==> src/rtl/pirq_pkg.sv <==
package pirq_pkg;
    localparam int NUM_CH  = 8;
    localparam int DATA_W  = 8;
    localparam int ADDR_W  = 3;
    localparam int SEL_W   = 2;
    localparam int NUM_SRC = 1 << SEL_W;
    localparam int CH_PER_SEL_REG = DATA_W / SEL_W;

    typedef enum logic [ADDR_W-1:0] {
        REG_SEL_LO = 3'd0,
        REG_SEL_HI = 3'd1,
        REG_POL    = 3'd2,
        REG_MODE   = 3'd3,
        REG_EN     = 3'd4,
        REG_FLAG   = 3'd5,
        REG_RSV6   = 3'd6,
        REG_RSV7   = 3'd7
    } reg_addr_e;

    typedef enum logic {
        CH_SETTLE = 1'b0,
        CH_WATCH  = 1'b1
    } ch_state_e;
endpackage

==> src/rtl/pirq_sync.sv <==
module pirq_sync #(
    parameter int WIDTH = 8
) (
    input  logic             clk,
    input  logic             rst_n,
    input  logic [WIDTH-1:0] d_i,
    output logic [WIDTH-1:0] q_o
);
    logic [WIDTH-1:0] meta_q;
    logic [WIDTH-1:0] sync_q;

    always_ff @(posedge clk or negedge rst_n) begin
        if (!rst_n) begin
            meta_q <= '0;
            sync_q <= '0;
        end else begin
            meta_q <= d_i;
            sync_q <= meta_q;
        end
    end

    assign q_o = sync_q;
endmodule

==> src/rtl/pirq_regs.sv <==
module pirq_regs
    import pirq_pkg::*;
(
    input  logic                    clk,
    input  logic                    rst_n,
    input  logic [ADDR_W-1:0]       addr_i,
    input  logic                    wr_i,
    input  logic [DATA_W-1:0]       wdata_i,
    input  logic [NUM_CH-1:0]       flag_i,
    output logic [DATA_W-1:0]       rdata_o,
    output logic [NUM_CH*SEL_W-1:0] sel_o,
    output logic [NUM_CH-1:0]       pol_o,
    output logic [NUM_CH-1:0]       level_o,
    output logic [NUM_CH-1:0]       en_o,
    output logic [NUM_CH-1:0]       clr_o,
    output logic [NUM_CH-1:0]       cfg_wr_o
);
    localparam logic [NUM_CH-1:0] LO_MASK = NUM_CH'((1 << CH_PER_SEL_REG) - 1);

    reg_addr_e        addr_e;
    logic [DATA_W-1:0] sel_lo_q, sel_hi_q;
    logic [NUM_CH-1:0] pol_q, mode_q, en_q;

    assign addr_e = reg_addr_e'(addr_i);

    always_ff @(posedge clk or negedge rst_n) begin
        if (!rst_n) begin
            sel_lo_q <= '0;
            sel_hi_q <= '0;
            pol_q    <= '0;
            mode_q   <= '0;
            en_q     <= '0;
        end else if (wr_i) begin
            unique case (addr_e)
                REG_SEL_LO: sel_lo_q <= wdata_i;
                REG_SEL_HI: sel_hi_q <= wdata_i;
                REG_POL:    pol_q    <= wdata_i;
                REG_MODE:   mode_q   <= wdata_i;
                REG_EN:     en_q     <= wdata_i;
                default:    ;
            endcase
        end
    end

    always_comb begin
        cfg_wr_o = '0;
        if (wr_i) begin
            unique case (addr_e)
                REG_SEL_LO:        cfg_wr_o = LO_MASK;
                REG_SEL_HI:        cfg_wr_o = ~LO_MASK;
                REG_POL, REG_MODE: cfg_wr_o = '1;
                default:           cfg_wr_o = '0;
            endcase
        end
    end

    assign clr_o = (wr_i && addr_e == REG_FLAG) ? wdata_i : '0;

    always_comb begin
        unique case (addr_e)
            REG_SEL_LO: rdata_o = sel_lo_q;
            REG_SEL_HI: rdata_o = sel_hi_q;
            REG_POL:    rdata_o = pol_q;
            REG_MODE:   rdata_o = mode_q;
            REG_EN:     rdata_o = en_q;
            REG_FLAG:   rdata_o = flag_i;
            default:    rdata_o = '0;
        endcase
    end

    assign sel_o   = {sel_hi_q, sel_lo_q};
    assign pol_o   = pol_q;
    assign level_o = mode_q;
    assign en_o    = en_q;
endmodule

==> src/rtl/pirq_chan.sv <==
module pirq_chan
    import pirq_pkg::*;
(
    input  logic               clk,
    input  logic               rst_n,
    input  logic [NUM_SRC-1:0] cand_i,
    input  logic [SEL_W-1:0]   sel_i,
    input  logic               pol_i,
    input  logic               level_i,
    input  logic               cfg_wr_i,
    input  logic               clr_i,
    output logic               flag_o
);
    ch_state_e state_q, state_d;
    logic      act;
    logic      prev_q;
    logic      flag_q;
    logic      edge_ok;
    logic      hit;

    assign act = pol_i ? cand_i[sel_i] : ~cand_i[sel_i];

    // state register
    always_ff @(posedge clk or negedge rst_n) begin
        if (!rst_n) state_q <= CH_SETTLE;
        else        state_q <= state_d;
    end

    // next state and outputs
    always_comb begin
        state_d = state_q;
        edge_ok = 1'b0;
        unique case (state_q)
            CH_SETTLE: begin
                edge_ok = 1'b0;
                state_d = cfg_wr_i ? CH_SETTLE : CH_WATCH;
            end
            CH_WATCH: begin
                edge_ok = 1'b1;
                state_d = cfg_wr_i ? CH_SETTLE : CH_WATCH;
            end
            default: begin
                edge_ok = 1'b0;
                state_d = CH_SETTLE;
            end
        endcase
        hit = level_i ? act : (edge_ok && act && !prev_q);
    end

    always_ff @(posedge clk or negedge rst_n) begin
        if (!rst_n) begin
            prev_q <= 1'b0;
            flag_q <= 1'b0;
        end else begin
            prev_q <= act;
            if (clr_i) flag_q <= 1'b0;
            else       flag_q <= flag_q | hit;
        end
    end

    assign flag_o = flag_q;
endmodule

==> src/rtl/pin_irq_gen.sv <==
module pin_irq_gen
    import pirq_pkg::*;
(
    input  logic              clk,
    input  logic              rst_n,
    input  logic [ADDR_W-1:0] addr_i,
    input  logic              wr_i,
    input  logic [DATA_W-1:0] wdata_i,
    output logic [DATA_W-1:0] rdata_o,
    input  logic [7:0]        grp0_i,
    input  logic [4:0]        grp1k_i,
    input  logic [3:1]        grp1p_i,
    input  logic [7:0]        grp2_i,
    input  logic [7:0]        grp3_i,
    output logic [NUM_CH-1:0] flag_o,
    output logic              irq_o
);
    localparam int SYNC_W = 8 + 5 + 3 + 8 + 8;

    logic [SYNC_W-1:0]       pins_s;
    logic [7:0]              grp0_s, grp2_s, grp3_s;
    logic [4:0]              grp1k_s;
    logic [3:1]              grp1p_s;
    logic [NUM_CH*SEL_W-1:0] sel;
    logic [NUM_CH-1:0]       pol, level, en, clr, cfg_wr, flags;

    pirq_sync #(.WIDTH(SYNC_W)) sync_i (
        .clk   (clk),
        .rst_n (rst_n),
        .d_i   ({grp3_i, grp2_i, grp1p_i, grp1k_i, grp0_i}),
        .q_o   (pins_s)
    );

    assign grp0_s  = pins_s[7:0];
    assign grp1k_s = pins_s[12:8];
    assign grp1p_s = pins_s[15:13];
    assign grp2_s  = pins_s[23:16];
    assign grp3_s  = pins_s[31:24];

    pirq_regs regs_i (
        .clk      (clk),
        .rst_n    (rst_n),
        .addr_i   (addr_i),
        .wr_i     (wr_i),
        .wdata_i  (wdata_i),
        .flag_i   (flags),
        .rdata_o  (rdata_o),
        .sel_o    (sel),
        .pol_o    (pol),
        .level_o  (level),
        .en_o     (en),
        .clr_o    (clr),
        .cfg_wr_o (cfg_wr)
    );

    for (genvar n = 0; n < NUM_CH; n++) begin : g_ch
        logic [NUM_SRC-1:0] cand;
        logic               alt;
        if (n < 5) begin : g_key
            assign alt = grp1k_s[n];
        end else begin : g_port
            assign alt = grp1p_s[n-4];
        end
        assign cand = {grp3_s[n], grp2_s[n], alt, grp0_s[n]};

        pirq_chan chan_i (
            .clk      (clk),
            .rst_n    (rst_n),
            .cand_i   (cand),
            .sel_i    (sel[n*SEL_W +: SEL_W]),
            .pol_i    (pol[n]),
            .level_i  (level[n]),
            .cfg_wr_i (cfg_wr[n]),
            .clr_i    (clr[n]),
            .flag_o   (flags[n])
        );
    end

    assign flag_o = flags;
    assign irq_o  = |(flags & en);
endmodule

==> config.mk <==
export PLATFORM = sky130hd
export DESIGN_NAME = pin_irq_gen
export DESIGN_NICKNAME = d
export VERILOG_FILES = /design/src/rtl/pirq_pkg.sv /design/src/rtl/pirq_sync.sv /design/src/rtl/pirq_regs.sv /design/src/rtl/pirq_chan.sv /design/src/rtl/pin_irq_gen.sv
export SDC_FILE = /design/constraint.sdc
export NUM_CORES = 1
export LEC_CHECK = 0
export BUFFER_PORTS_ARGS = -buffer_cell sky130_fd_sc_hd__buf_4
export CORE_MARGIN = 2
export CORE_UTILIZATION = 62
export CTS_CLUSTER_SIZE = 25
export DETAILED_ROUTE_END_ITERATION = 6
export MAX_ROUTING_LAYER = met4
export PLACE_DENSITY = 0.85
export RECOVER_POWER = 100
export SLEW_MARGIN = 20
export SYNTH_ARGS = -nofsm -noshare
export SYNTH_HDL_FRONTEND = slang
export SYNTH_SLANG_ARGS = --single-unit
==> constraint.sdc <==
create_clock -name clk -period 3.75 [get_ports clk]
set_input_delay 0.75 -clock clk [delete_from_list [all_inputs] [get_ports clk]]
set_output_delay 0.75 -clock clk [all_outputs]
set_load 0.02 [all_outputs]
Word level (Yosys, flattened, before mapping)
Cells that the tools add are included.
{ "op_classes": {"n_eq_ne": 5, "bitwise": 25, "div": 0, "addsub": 0, "n_reduce_logical": 33, "multipliers": 0, "shifts": 0, "mux": 60, "magnitude_cmp": 8} }
{ "ops": {"columns": ["operator", "count"], "rows": [
  ["$pmux 8 s6", 1],
  ["$mux 1", 40],
  ["$lt 2x3->1 const B", 8],
  ["$pmux 8 s3", 1],
  ["$logic_and 1x1->1", 17],
  ["$bmux 1 s2", 8],
  ["$mux 8", 2],
  ["$not 1->1", 16],
  ["$pmux 1 s2", 8],
  ["$reduce_and 2->1", 5],
  ["$and 8x8->8", 1],
  ["$logic_not 1->1", 8],
  ["$or 1x1->1", 8],
  ["$reduce_or 8->1", 1],
  ["$eq 3x2->1 const B", 2],
  ["$eq 3x3->1 const B", 2],
  ["$eq 3x1->1 const B", 1],
  ["$logic_not 3->1", 1],
  ["$reduce_or 2->1", 1]
]} }
{ "totals": {"n_memories": 0, "register_bits": 128, "ram_bits": 0, "in_bits": 46, "latch_bits": 0, "mem_bits_ro": 0, "word_cells": 162} }

Depth between registers and ports, before layout
Gate-level depths: netlist of run 1.
{ "depth": {"depth_word": 9, "mapped_depth": 5, "mapped_depth_nobuf": 3} }

By module
A second synthesis of run 1 with hierarchy kept.
{ "unflattened": {"hier_cells": 311, "hier_area_um2": 4923.5} }
{ "modules_own_cells": {"columns": ["module", "cells_each", "instances", "area_per_inst_um2", "seq_area_each_um2"], "rows": [
  ["pirq_regs", 162, 1, 2134.5, 1001.0],
  ["pirq_sync", 64, 1, 1601.5, 1601.5],
  ["pirq_chan", 10, 8, 143.9, 75.1],
  ["pin_irq_gen", 5, 1, 36.3, 0.0]
]} }

Worst setup path after synthesis of run 1
OpenSTA, ideal clock, no wires.
{ "synth_path": {"path_type": "input to output", "from": "input port addr_i[0]", "to": "output port rdata_o[7]", "required_ns": 3.000, "setup_slack_ns": 1.260, "path_stages": 5, "arrival_ns": 1.740, "n_path_buf": 3, "path_cell_list": "buf_6 -> buf_6 -> buf_2 -> a22oi_1 -> o22ai_1"} }
{ "synth_via": {"elab_chain_len": 2} }
{ "synth_lines": {"columns": ["item", "line", "source"], "rows": [
  ["from (decl)", "pin_irq_gen.sv:6", "input logic [ADDR_W-1:0] addr_i,"],
  ["$eq 3x3->1 (tied with other cells)", "pirq_regs.sv:60", "unique case (addr_e)"],
  ["$pmux 8 s6 (*)", "pirq_regs.sv:60", null],
  ["to (decl)", "pin_irq_gen.sv:9", "output logic [DATA_W-1:0] rdata_o,"]
]} }
Every way passes the cells marked *; elsewhere a longest branch is shown, timed or not.

Final worst setup path of run 1
{ "layout_path": {"from": "input port addr_i[2]", "to": "output port rdata_o[6]"} }
Same word-level chain as after synthesis.

==> results of run 1 <==
==> worst register-to-register path: cells and delay by family (launching register included) <==
kind                      cells  cell delay (ns)
AOI/OAI and AO/OA             1             0.33
xor gates and xnor gates      1             0.15
muxes                         1             0.33
DFF                           1             0.48
==> metrics by stage <==
stage | hold WS (ns) | total power (uW) | util | cells
after global placement | 0.332 | 2470 | 0.705 | 482
final | 0.347 | 4130 | 0.768 | 513
after detailed placement | 0.335 | 2520 | 0.705 | 482
after CTS | 0.321 | 4210 | 0.784 | 513
after global routing | 0.336 | 4300 | 0.768 | 513
after floorplan | 0.331 | 2270 | - | 333
==> layer usage <==
metal  up-vias  global-route usage  wire, um
met3        25              0.0749       592
met2        99               0.432      5320
met1      1546               0.324      4120
li1       1340                   -         -
met5         -                   -         0
met4         0               0.121       248
==> cell usage after synthesis, drive strengths merged <==
master and instances:
o311a 8, and3b 8, o21ai 1, and2 1, nand2 2, o21a 1
nand2b 12, inv 8, dfrtp 122, o22a 1, nor2 10, buf 17
mux2i 39, and4b 1, nand4b 1, mux4 6, xnor2 9, a22oi 14
nor3 2, nand3 2, o221ai 1, nor2b 2, nand4 1, xor2 7
o22ai 7, nor3b 8, mux2 42
==> power groups by stage <==
stage	Combinational [uW]	Clock, uW	Sequential [uW]
floorplan	572	0	1700
global placement	707	0	1770
detailed placement	736	0	1780
CTS	749	1690	1770
global route	747	1760	1800
finish	684	1670	1770
==> cell families (layout without fill, tap and decap cells) <==
| family | Yosys count | after routing |
|---|---|---|
| xor+xnor | 16 | 16 |
| mux | 87 | 87 |
| compound gates | 33 | 33 |
| buf+inv | 25 | 103 |
| simple gates | 50 | 50 |
| flops | 122 | 122 |
==> flip-flops by register name, indices dropped and copies added, names as in the netlist <==
register,count
sync_i.meta_q,32
sync_i.q_o,32
g_ch.chan_i.flag_o,8
g_ch.chan_i.prev_q,8
regs_i.en_o,8
regs_i.level_o,8
regs_i.pol_o,8
regs_i.sel_hi_q,8
regs_i.sel_lo_q,8
g_ch.chan_i.state_q,2
==> worst min path at each step <==
| stage | startpoint | end | slack (ns) |
|---|---|---|---|
| floorplan | sync_i.meta_q[0]$_DFF_PN0_ | sync_i.q_o[0]$_DFF_PN0_ | 0.33 |
| finish | sync_i.meta_q[6]$_DFF_PN0_ | sync_i.q_o[6]$_DFF_PN0_ | 0.35 |
| CTS | grp2_i[1] | sync_i.meta_q[17]$_DFF_PN0_ | 0.32 |
| global placement | sync_i.meta_q[4]$_DFF_PN0_ | sync_i.q_o[4]$_DFF_PN0_ | 0.33 |
| global route | grp0_i[4] | sync_i.meta_q[4]$_DFF_PN0_ | 0.34 |
| detailed placement | sync_i.meta_q[0]$_DFF_PN0_ | sync_i.q_o[0]$_DFF_PN0_ | 0.33 |
==> layout make-up <==
class,count,area (um2)
multi-input cells,186,1710
fillers,484,1790
repair buffers,64,403
flip-flops and latches,122,3050
well taps,102,128
inverters,8,30.0
clock inverters,14,198
clock buffers,17,414
==> metrics.txt, run 1 <==
Clock power frac 0.405; layout cell share with drive strength beyond 1 0.294; Top delay family on crit path buffers and inverters; clk_lat worst skew 0.52 ns; WL final between 10000 and 15000 um; Setup WS pre-CTS 1.01 ns; chip width between 90 and 100 um; GRT Overall Usage 0.270; Final Wtd Congestion 0.874; fin crit share 0.830; XOR/XNOR Fraction of Synth Area 0.0282; cts hold-fix bufs 0; RSZ-0062 raised after global routing no; Yosys top cell by area dfrtp_1; Switching Share 0.282; post-synthesis simple-gate area fraction 0.0724; Post-Synth Adder-Cell Area 0; R2R Setup Slk 2.34 ns; Worst Path Arrival roughly 2.4 ns; top cell type's share of synthesized area 0.615; DP HPWL 6310 um; postcts setup bufs 0; first-pass GRT wire length 16600 um; Top cell by count, worst path clkbuf_1; largest family of logic cells by synthesized area multiplexers; largest net degree at the start of global routing 74; Slew HR -0.179; Rows 32; NumNets Final 445; most common cell after layout, fill and taps aside dfrtp_1; PostCTS Resize Cnt 0; DIE AREA 0.00874 mm2; Clock Pin Slew Worst Setup and Hold Paths 0.06 ns; mapped cell area 0.00496 mm2; hold path depth 0; via-per-instance ratio 5.87; Seq pwr share 0.429; pwr dens 695 mW/mm2; Worst setup startpoint addr_i[2]; Worst path slowest cell clkbuf_1; Worst setup EP type output port; ANT nets after route 0; Root Driver clkbuf_8; DR DRC count 0; final setup TNS 0 ns; Max-Cap Viols 1; failing checks max-capacitance violations, max-slew violations; commonest cells after routing, fill and taps aside dfrtp_1, mux2_2, mux2i_1; critical path required time 3.00 ns; setup ws final 0.637 ns; outcome finished, violations left; clk buf depth 2; Logic pwr share 0.166; vias in the first global route roughly 3200; top cells by area, synth dfrtp_1, mux2_2, mux2i_1; Cells after Synth roughly 330; CP Launch Type input port; reg2reg end g_ch[6].chan_i.flag_o$_DFF_PN0_; input/output buffers 62; initial antenna violation count 0; Synth Register Bits 122; 1st-iter DRT viols 165; fin. max-slew vios 74; drt first pass iters 4; VDD IR max 421 uV; grt total ovfl 0; CP Class in -> out; ANT cells 0; H-tree levels 4; Tmin final 3.11 ns; multiplexer area fraction after synthesis 0.201; final clock skew 0.00734 ns; total CTS buffers 17; post-placement cell area 0.00545 mm2; vias 3010; reg2reg path depth 3; Syn Nets 379; Worst-Margin Slew 1.77 ns; worst r2r src regs_i.sel_hi_q[4]$_DFFE_PN0P_; critical path depth in cells 5; cell internal pwr about 3000 uW; synth unique cells 34; chip height 93.5 um; clock sink count 122; Critical Path Sink rdata_o[6]; Final Cell Area 0.00594 mm2; Synth Area in Compound Gates 0.0522; Seq/Total Area, Yosys 0.615; Starting Density 0.642; Achievable Freq 0.321 GHz; Max Fanout on Critical Path 18; CTS tree yes; endpoints failing setup 0; P&R area growth vs syn 19.6%; CP Cell Sequence clkbuf_1 > nand2b_1 > o22a_1 > o221ai_1 > clkbuf_1; Psw between 1000 and 1500 uW; Tightest Hold Check Type reg -> reg; Final Hold Vio Count 0; routed len/inst ~20 um; slowest cell delay on critical path 0.61 ns; buffers plus inverters on the worst setup path 2; Lkg Pwr 0.00264 uW; yosys warns 0; CORE AREA ~0.0077 mm2; IO Count 63; Avg Cell Area, Syn around 15 um2
No activity file was read; power rests on OpenSTA's default activity.
==> run 2: changes to the inputs <==
CORE_UTILIZATION = 57   (was 62)
PLACE_DENSITY = 0.79   (was 0.85)
clock period = 3 ns   (was 3.75 ns; I/O delays follow)
==> run 2 against run 1 <==
  * The flow finishes with violations (max-capacitance violations)
  * Routed wire length shrank 6.9%
  * Sequential share of layout area shrank 0.17 points
  * Sequential power grew 24%
  * Combinational power grew 24%
  * Flip-flop and latch count is the same
  * Non-clock buffer count grew 1
  * First-iteration DRC count shrank 22%
  * Total power grew 24%
  * Cell count grew 1.6%
  * Via count shrank 1.7%
  * Register-to-register slack lost 0.69 ns
  * Critical endpoint is now rdata_o[3]
  * Largest cell class unchanged
==> metrics.txt, run 2 (synthesis results as in run 1) <==
Clock Pin Slew Worst Setup and Hold Paths around 0.06 ns; routed len/inst 18.4 um; Worst Path Arrival 1.81 ns; Rows 34; Starting Density 0.577; layout cell share with drive strength beyond 1 0.305; DIE AREA 0.00947 mm2; ANT cells 0; Final Hold Vio Count 0; Max-Cap Viols 1; DR DRC count 0; Psw about 1500 uW; DP HPWL about 6400 um; input/output buffers 62; reg2reg path depth 3; Hold Path End sync_i.meta_q[29]$_DFF_PN0_; Logic pwr share 0.165; largest net degree at the start of global routing between 40 and 50; H-tree levels 4; R2R Setup Slk 1.65 ns; most common cell after layout, fill and taps aside dfrtp_1; Seq pwr share 0.430; Max Fanout on Critical Path 26; CP Class in -> out; Clock power frac 0.405; CP Launch Type input port; cts hold-fix bufs 0; NumNets Final 446; VDD IR max 497 uV; Worst-Margin Slew 1.47 ns; via-per-instance ratio 5.68; worst hold margin 0.214 ns; chip width 97.3 um; CORE AREA 0.00859 mm2; worst r2r src regs_i.sel_lo_q[4]$_DFFE_PN0P_; clk buf depth 2; cell internal pwr 3670 uW; Reg area 0.00305 mm2; grt total ovfl 0; vias in the first global route 3160; IO Count 63; hold path depth 1; clock sink count 122; Fillers 601; clk_lat worst skew 0.51 ns; total CTS buffers 17; final setup TNS 0 ns; pwr dens 860 mW/mm2; outcome finished, violations left; reg2reg end g_ch[2].chan_i.flag_o$_DFF_PN0_; Root Driver clkbuf_8; chip height around 97 um; vias 2960; CTS tree yes; fin crit share 0.802; Lkg Pwr 0.00266 uW; Switching Share 0.284; initial antenna violation count 0; postcts setup bufs 0; Worst setup EP type output port; endpoints failing setup 0; HP Start grp3_i[5]; fin. max-slew vios 0; failing checks max-capacitance violations; Tmin final roughly 2.4 ns; multi-input logic area ~0.0017 mm2; ANT nets after route 0; commonest cells after routing, fill and taps aside dfrtp_1, mux2_2, mux2i_1; 1st-iter DRT viols 128; critical path required time 2.40 ns; final clock skew 0.00499 ns; Final Wtd Congestion 0.848; P&R area growth vs syn 20.0%; PostCTS Resize Cnt 0; drt first pass iters 4; RSZ-0062 raised after global routing no; GRT Overall Usage 0.228; first-pass GRT wire length 16000 um; Achievable Freq a little over 0.4 GHz; Slew HR 0.0102; Tightest Hold Check Type in -> reg; WL final 9570 um
run 2: power by group through the flow:
stage | Combinational, uW | Clock, uW | Sequential [uW]
2_1_floorplan | 716 | 0 | 2120
3_3_place_gp | 891 | 0 | 2210
3_5_place_dp | 919 | 0 | 2230
4_1_cts | 929 | 2110 | 2200
5_1_grt | 927 | 2190 | 2250
6_report | 847 | 2070 | 2200
run 2: area by class of cell:
type	count	share of cell area
tap	108	0.0227
clock inverter	14	0.0311
sequential	122	0.512
clock buffer	18	0.0718
inverter	8	0.00504
timing repair buffer	65	0.0691
multi-input combinational	186	0.288
run 2: worst max-delay path, stage by stage:
cell	delay, ns
buf_4	0.31
mux4_2	0.54
inv_1	0.07
o22ai_1	0.09
clkbuf_1	0.19
run 2: per-stage QoR:
stage / cells / total power, uW / worst slack [ns] / util / area, um2
finish: 521 / 5120 / 0.593 / 0.693 / 5960
floorplan: 333 / 2840 / 0.810 / - / 4960
detailed placement: 489 / 3150 / 0.562 / 0.637 / 5480
global route: 521 / 5370 / 0.512 / 0.693 / 5960
CTS: 521 / 5240 / 0.561 / 0.709 / 6090
global placement: 489 / 3100 / 0.578 / 0.637 / 5480
run 2: how the worst max path moves through the flow:
stage                 end                             from  cells after the start  slack [ns]
6_report       rdata_o[3]                        addr_i[0]                      5        0.59
5_1_grt        rdata_o[6]  g_ch[6].chan_i.flag_o$_DFF_PN0_                      4        0.51
4_1_cts        rdata_o[3]                        addr_i[0]                      5        0.56
3_5_place_dp   rdata_o[3]                        addr_i[0]                      5        0.56
3_3_place_gp   rdata_o[3]                        addr_i[0]                      5        0.58
2_1_floorplan  rdata_o[7]                        addr_i[0]                      5        0.81
run 2: per-layer routing:
metal	up-vias	routed length [um]	GRT usage	share of wire
li1	1338	-	-	-
met1	1544	4220	0.296	0.44
met2	69	4830	0.356	0.50
met3	9	408	0.0561	0.043
met4	0	110	0.0812	0.011
met5	-	0	-	0
==> run 3: changes to the inputs <==
clock period = 2.4 ns   (was 3 ns; I/O delays follow)
==> run 3 against run 2 <==
  * Critical path depth is 1 lower
  * Non-clock buffer count is 3 higher
  * Total power is 22% higher
  * Die area stayed put
  * The flow finishes with violations (max-capacitance violations, max-slew violations)
==> metrics.txt, run 3 (synthesis results as in run 1) <==
outcome finished, violations left; failing checks max-capacitance violations, max-slew violations; 1st-iter DRT viols roughly 130; commonest cells after routing, fill and taps aside dfrtp_1, mux2_2, mux2i_1; fin. max-slew vios 32; CORE AREA between 0.008 and 0.009 mm2; CP Cell Sequence mux4_2 > inv_1 > o22ai_1 > buf_4; GRT Overall Usage 0.232; Slew HR -0.0675; Final Wtd Congestion between 0.8 and 0.9; P&R area growth vs syn 20.5%; Worst path slowest cell mux4_2; Worst setup EP type output port; most common cell after layout, fill and taps aside dfrtp_1; NumNets Final between 400 and 500; Post-Layout Cell Count about 520; metal2 WL roughly 4900 um; routed len/inst between 15 and 20 um; first-pass GRT wire length 16100 um; Max-Cap Viols 1; DP HPWL 6530 um; vias 3009; final clock skew between 0.007 and 0.008 ns; grt total ovfl 0; postcts setup bufs 0; clk buf depth 2; vias in the first global route 3080; H-tree levels 4; VDD IR max 641 uV; chip width 97.3 um; RSZ-0062 raised after global routing no; worst hold margin 0.0778 ns; slowest cell delay on critical path 0.49 ns; DR DRC count 0; CP Class reg -> out; Max Fanout on Critical Path 6; Cells after DPL 491; Starting Density 0.577; via-per-instance ratio roughly 5.7; Clock Pin Slew Worst Setup and Hold Paths approximately 0.06 ns; DIE AREA 0.00947 mm2; Met3 Routed Length 515 um; critical path required time about 1.9 ns; Root Driver clkbuf_8; ANT cells 0; ANT nets after route 0; Max Used Layer met4; wire length on met1 4320 um; Worst Path Arrival 1.83 ns; Fillers 611; WL final 9890 um; layout cell share with drive strength beyond 1 0.339; Lkg Pwr about 0.0027 uW; fin crit share 0.962; Tmin final 2.31 ns; Final Hold Vio Count 0; Achievable Freq 0.433 GHz; largest net degree at the start of global routing 50; total CTS buffers 17; Tightest Hold Check Type in -> reg; Rows 34; drt first pass iters 4; clk_lat worst skew 0.52 ns; CP Launch Type flip-flop; total power 6270 uW; initial antenna violation count 0; pwr dens 1050 mW/mm2; input/output buffers 62; endpoints failing setup 0; IO Count 63; clock sink count 122; chip height 97.3 um; final setup TNS 0 ns; Worst-Margin Slew 1.60 ns; CTS tree yes
==> run 3: stage by stage <==
stage,setup slack [ns],cell area [um2],util
finish,0.0914,5980,0.696
CTS,0.0825,6070,0.706
floorplan,0.450,4960,-
global route,0.00143,5980,0.696
detailed placement,0.315,5490,0.639
global placement,0.325,5490,0.639
==> run 3: area by class of cell <==
cell class / instances / area (um2) / area share
Multi-Input combinational cell: 186 / 1730 / 0.289
Inverter: 8 / 30.0 / 0.00502
Clock buffer: 18 / 428 / 0.0716
Sequential cell: 122 / 3050 / 0.511
Tap cell: 108 / 135 / 0.0226
Clock inverter: 14 / 138 / 0.0230
Timing Repair Buffer: 68 / 468 / 0.0783
==> run 3: worst paths after layout <==
check                      depth (start not counted)                               to                            from  slack [ns]
setup / recovery                                   4                       rdata_o[2]     regs_i.pol_o[2]$_DFFE_PN0P_        0.09
hold / removal                                     1      sync_i.meta_q[24]$_DFF_PN0_                       grp3_i[0]        0.08
setup reg to reg                                   3  g_ch[6].chan_i.flag_o$_DFF_PN0_  regs_i.sel_hi_q[4]$_DFFE_PN0P_        1.11
hold reg to reg                                    0          sync_i.q_o[7]$_DFF_PN0_      sync_i.meta_q[7]$_DFF_PN0_        0.35
max in group asynchronous                          3   regs_i.sel_lo_q[3]$_DFFE_PN0P_                           rst_n        0.36
min in group asynchronous                          2          sync_i.q_o[7]$_DFF_PN0_                           rst_n        0.89
==> run 3: worst max-delay path, delay by kind of cell (launching register included) <==
| family | cells | cell delay [ns] |
|---|---|---|
| flip-flops | 1 | 0.46 |
| buffers and inverters | 2 | 0.25 |
| AO/OA/AOI/OAI | 1 | 0.10 |
| multiplexers | 1 | 0.49 |
==> run 3: power breakdown <==
group / total, uW / leakage, uW / internal [uW] / switching (uW)
clock network: 2410 / 0.000272 / 1420 / 988
logic: 1090 / 0.00101 / 591 / 502
registers: 2760 / 0.00142 / 2390 / 377
total: 6270 / 0.00270 / 4400 / 1870
==> run 3: repair_timing <==
| item | 4_1_cts | 5_1_grt |
|---|---|---|
| hold buffers | 1 | 0 |
| resized for setup | 0 | 1 |
| endpoints found under the hold margin | 28 | 0 |
| endpoints found under the setup margin | 0 | 1 |
==> run 3: layer usage <==
metal / global-route usage / vias to the layer above
met2: 0.355 / 84
met4: 0.0716 / 0
li1: - / 1346
met5: - / -
met3: 0.0799 / 14
met1: 0.296 / 1565
